==> src/rtl/sync_classifier.sv <==
module sync_classifier #(
  parameter int CW = 12,
  parameter int LINE_W = 10
) (
  input  logic              clk,
  input  logic              rst_n,
  input  logic              comp_in,
  input  logic [2:0]        filt_len,
  input  logic [CW-1:0]     thr_short,
  input  logic [CW-1:0]     thr_norm,
  input  logic [CW-1:0]     thr_long,
  output logic [1:0]        pulse_class,
  output logic [LINE_W-1:0] line_num,
  output logic              line_start,
  output logic              render_en
);
  localparam logic [CW-1:0] CNT_MAX = '1;
  localparam logic [1:0] C_LINE = 2'b01, C_SHORT = 2'b10, C_LONG = 2'b11;

  logic s1, s2, fq, prev, in_pulse;
  logic [2:0] run;
  logic [CW-1:0] cnt;
  logic lvl, fall, rise, sat, is_long, is_short, is_line;

  assign lvl      = (filt_len == 3'd0) ? s2 : fq;
  assign fall     = prev & ~lvl;
  assign rise     = in_pulse & lvl & ~prev;
  assign sat      = (cnt == CNT_MAX);
  assign is_long  = sat || (cnt > thr_long);
  assign is_short = !is_long && (cnt < thr_short);
  assign is_line  = !is_long && (cnt >= thr_short) && (cnt <= thr_norm);

  always_ff @(posedge clk or negedge rst_n)
    if (!rst_n) begin
      s1 <= 1'b1; s2 <= 1'b1; fq <= 1'b1; run <= '0;
    end else begin
      s1 <= comp_in;
      s2 <= s1;
      if (s2 == fq) run <= '0;
      else if ({1'b0, run} + 4'd1 >= {1'b0, filt_len}) begin
        fq  <= s2;
        run <= '0;
      end else run <= run + 3'd1;
    end

  always_ff @(posedge clk or negedge rst_n)
    if (!rst_n) begin
      prev <= 1'b1; in_pulse <= 1'b0; cnt <= '0;
      pulse_class <= 2'b00; line_num <= '0;
      line_start <= 1'b0; render_en <= 1'b0;
    end else begin
      prev       <= lvl;
      line_start <= 1'b0;
      if (fall) begin
        in_pulse  <= 1'b1;
        cnt       <= {{(CW-1){1'b0}}, 1'b1};
        render_en <= 1'b0;
      end else if (in_pulse && !lvl) begin
        if (!sat) cnt <= cnt + 1'b1;
      end else if (rise) begin
        in_pulse <= 1'b0;
        if (is_long || is_short) begin
          pulse_class <= is_long ? C_LONG : C_SHORT;
          line_num    <= '0;
          render_en   <= 1'b0;
        end else if (is_line) begin
          pulse_class <= C_LINE;
          line_num    <= line_num + 1'b1;
          line_start  <= 1'b1;
          render_en   <= 1'b1;
        end
      end
    end
endmodule

==> config.mk <==
export PLATFORM = sky130hd
export DESIGN_NAME = sync_classifier
export DESIGN_NICKNAME = d
export VERILOG_FILES = /design/src/rtl/sync_classifier.sv
export SDC_FILE = /design/constraint.sdc
export NUM_CORES = 1
export LEC_CHECK = 0
export BUFFER_PORTS_ARGS = -buffer_cell sky130_fd_sc_hd__buf_2
export CAP_MARGIN = 20
export CORE_MARGIN = 2
export CORE_UTILIZATION = 51
export DETAILED_ROUTE_END_ITERATION = 12
export PLACE_DENSITY = 0.82
export SKIP_LAST_GASP = 1
export SYNTH_ARGS = -nofsm -noshare
export SYNTH_HDL_FRONTEND = slang
export SYNTH_SLANG_ARGS = --single-unit
==> constraint.sdc <==
create_clock -name clk -period 2.3 [get_ports clk]
set_input_delay 0.575 -clock clk [delete_from_list [all_inputs] [get_ports clk]]
set_output_delay 0.575 -clock clk [all_outputs]
set_load 0.01 [all_outputs]
==> impl_metrics.tcl <==
set metrics [dict create \
    io_buffers 55 \
    rsz0062_at_grt "yes" \
    worstPathArrival_ns 2.69 \
    die_w_um 79.2 \
    clock_sinks 34 \
    cts_tree "built" \
    cts_made_buffers 5 \
    grt_max_degree 35 \
    yosysTopAreaCell "dfrtp_1" \
    antenna_cells 0 \
    grtUsageTotal_pct 28.2 \
    cts_hold_buf 0 \
    cp_slowest_cell "a311o_1" \
    insertion_delay_ns 0.30 \
    required_ns 2.51 \
    synth_cells 311 \
    grt_pass1_vias 2957 \
    ios 56 \
    nFillCells 342 \
    dp_hpwl_um 5730 \
    yosysUniqueCellTypes 52 \
    ys_ff_latch 34 \
    fmax_mhz 403 \
    clock_skew_ns 0.00821 \
    drive_above_1_share_pct 39.8 \
    die_area_um2 6280 \
    slew_violations 0 \
    status "finished, violations left" \
    wl_um 8790 \
    num_rows 27 \
    slew_headroom_pct 48.3 \
    place_congestion 0.836 \
    ir_drop_mv 0.819 \
    syn_avg_cell_area_um2 9.28 \
    setup_slack_ns -0.181 \
    critPathKind "reg2reg" \
    hp-class "in2async" \
    htreeDepth 2 \
    clk_pin_slew_ns 0.08 \
    syn_nets 395 \
    ys.flop_type "dfrtp_1" \
    worstMarginPinSlew_ns 0.776 \
    drcViolationCount 0 \
    grt_pass1_wl_um 13700 \
    nets 503 \
    seq_area_frac_synth_pct 29.6 \
    setup_viol 13 \
    antenna_left 0 \
    yosysTopAreaCellShare_pct 26.0 \
    hold_viol_final 0 \
    critPathLaunchType "register" \
    drt_iter0_markers 157 \
    viasPerCell 5.86 \
    core_um2 5470 \
    cp_top_family "compound AO/OA/AOI/OAI gates" \
    crit_path_cell_trace "buf_6 -> ha_4 -> nand4_1 -> a311o_1 -> a21o_4 -> a2111oi_4 -> mux2i_1" \
    synth-edff-count 0 \
    period_share_pct 108 \
    power_density_nw_per_um2 586 \
    root_buffer "clkbuf_8" \
    wl_per_cell_um 17.9 \
    finalPower_mw 2.46 \
    critPathCaptureType "register" \
    grt_overflow 0 \
    initial_utilization_pct 52.7 \
    max-cap-violations 0 \
    area_growth_pct 45.4 \
    failed_checks "setup timing" \
    p_leak_nw 2.00 \
    clockBufferDepth 2 \
    vias 2881 \
    fin_util_pct 76.7 \
    period_needed_ns 2.48 \
    hold_slack_ns 0.348 \
    critical_path.max_stage_delay_ns 0.45 \
    synthArstFlopShare_pct 100 \
    synth_warnings 0 \
    antenna_found_initial 0 \
    synth_area_leaders "dfrtp_1 (26%), ha_1 (18%), inv_1 (5.7%)" \
    path_max_fanout 5 \
    die_y_um 79.2 \
    dr.pass1.iters 4 \
    cp.buffers_inverters 1 \
    syn-cell-area_um2 2890 \
]
cells in the final DEF, fill, tap and decap left out, types with 11 or more instances in the layout:
master   instances
mux2i_1         11
nand2_1         20
ha_1            29
a21oi_1         11
inv_1           39
buf_2           54
nand3_1         25
buf_4           39
ha_4            13
nor2_1          19
nand4_1         12
dfrtp_1         30
flip-flops by register name (all words and copies together) (netlist names):
register,cells
cnt,12
line_num,10
run,3
pulse_class,2
fq,1
in_pulse,1
line_start,1
prev,1
render_en,1
s1,1
s2,1
stage by stage:
stage	instances	instance area (um2)	TNS, ns	setup slack (ns)
floorplan	311	3070	-0.938	-0.146
global placement	470	3700	-4.01	-0.355
detailed placement	470	3700	-4.31	-0.392
CTS	488	4020	-0.661	-0.108
global route	492	4200	-2.72	-0.213
finish	492	4200	-1.09	-0.181
final timing paths:
| path | from | to | slack, ns | cells after the start |
|---|---|---|---|---|
| max in group asynchronous | rst_n | line_num[0] | 1.45 | 1 |
| min reg2reg | s1 | s2 | 0.36 | 0 |
| min | rst_n | run[2] | 0.35 | 1 |
| min in group clk | s1 | s2 | 0.36 | 0 |
| max | cnt[10] | line_num[7] | -0.18 | 7 |
| max reg2reg | cnt[10] | line_num[7] | -0.18 | 7 |
metal layers:
layer / vias to the layer above / global-route usage (%) / wire (um)
li1: 1338 / - / -
met1: 1405 / 32.5 / 3300
met2: 113 / 51.6 / 4710
met3: 25 / 3.64 / 507
met4: 0 / 12.9 / 269
met5: - / 0 / 0
cell usage after synthesis (2+ instances only):
| master | number |
|---|---|
| a2111oi_2 | 6 |
| a2111oi_4 | 2 |
| a211o_1 | 2 |
| a21o_1 | 3 |
| a21oi_1 | 13 |
| a31oi_1 | 3 |
| and2_1 | 4 |
| and3_1 | 2 |
| buf_2 | 2 |
| clkbuf_1 | 2 |
| dfrtp_1 | 30 |
| dfstp_2 | 4 |
| ha_1 | 42 |
| inv_1 | 44 |
| mux2i_1 | 11 |
| nand2_1 | 20 |
| nand2b_1 | 3 |
| nand3_1 | 25 |
| nand3b_1 | 7 |
| nand4_1 | 12 |
| nor2_1 | 19 |
| nor2b_1 | 5 |
| nor4_1 | 4 |
| nor4b_2 | 2 |
| o211ai_1 | 2 |
| o21ai_0 | 5 |
| xnor2_1 | 7 |
| xor2_1 | 6 |
layout make-up:
| class | count | area (um2) | share of cell area [%] |
|---|---|---|---|
| Clock buffer | 5 | 68.8 | 1.64 |
| Clock inverter | 3 | 68.8 | 1.64 |
| Inverter | 44 | 175 | 4.17 |
| Multi-Input combinational cell | 229 | 2200 | 52.4 |
| Sequential cell | 34 | 856 | 20.4 |
| Tap cell | 72 | 90.1 | 2.15 |
| Timing Repair Buffer | 105 | 738 | 17.6 |
power by group:
group	switching (mW)	total, mW	internal (mW)	leakage (nW)
combinational	0.532	1.00	0.473	1.49
sequential	0.0832	0.777	0.693	0.445
clock	0.245	0.680	0.434	0.0683
total	0.860	2.46	1.60	2.00
worst reg2reg max path: cells and delay by family, from the launching register on:
family                   cells  cell delay (ns)
adder cells (fa/ha/maj)      1             0.25
flip-flops                   1             0.43
buffers and inverters        1             0.15
AO/OA/AOI/OAI                3             1.09
multiplexers                 1             0.27
AND/OR/NAND/NOR              1             0.20
cells by family after synthesis:
logic type / after synthesis / share of synthesized area [%]
and+or+nand+nor: 110 / 20.8
adders and majority gates: 43 / 18.6
muxes: 12 / 4.20
buffers and inverters: 50 / 6.98
DFF: 34 / 29.6
AOI/OAI and AO/OA: 49 / 15.8
xor gates and xnor gates: 13 / 3.94
what timing repair did:
item | 4_1_cts | 5_1_grt
setup buffers | 8 | 3
setup endpoints to repair | 11 | 19
pin swaps | 10 | 7
cloned | 2 | 1
gates resized for setup | 15 | 18
hold endpoints to repair | 0 | 0
No activity file was read; power rests on OpenSTA's default activity.
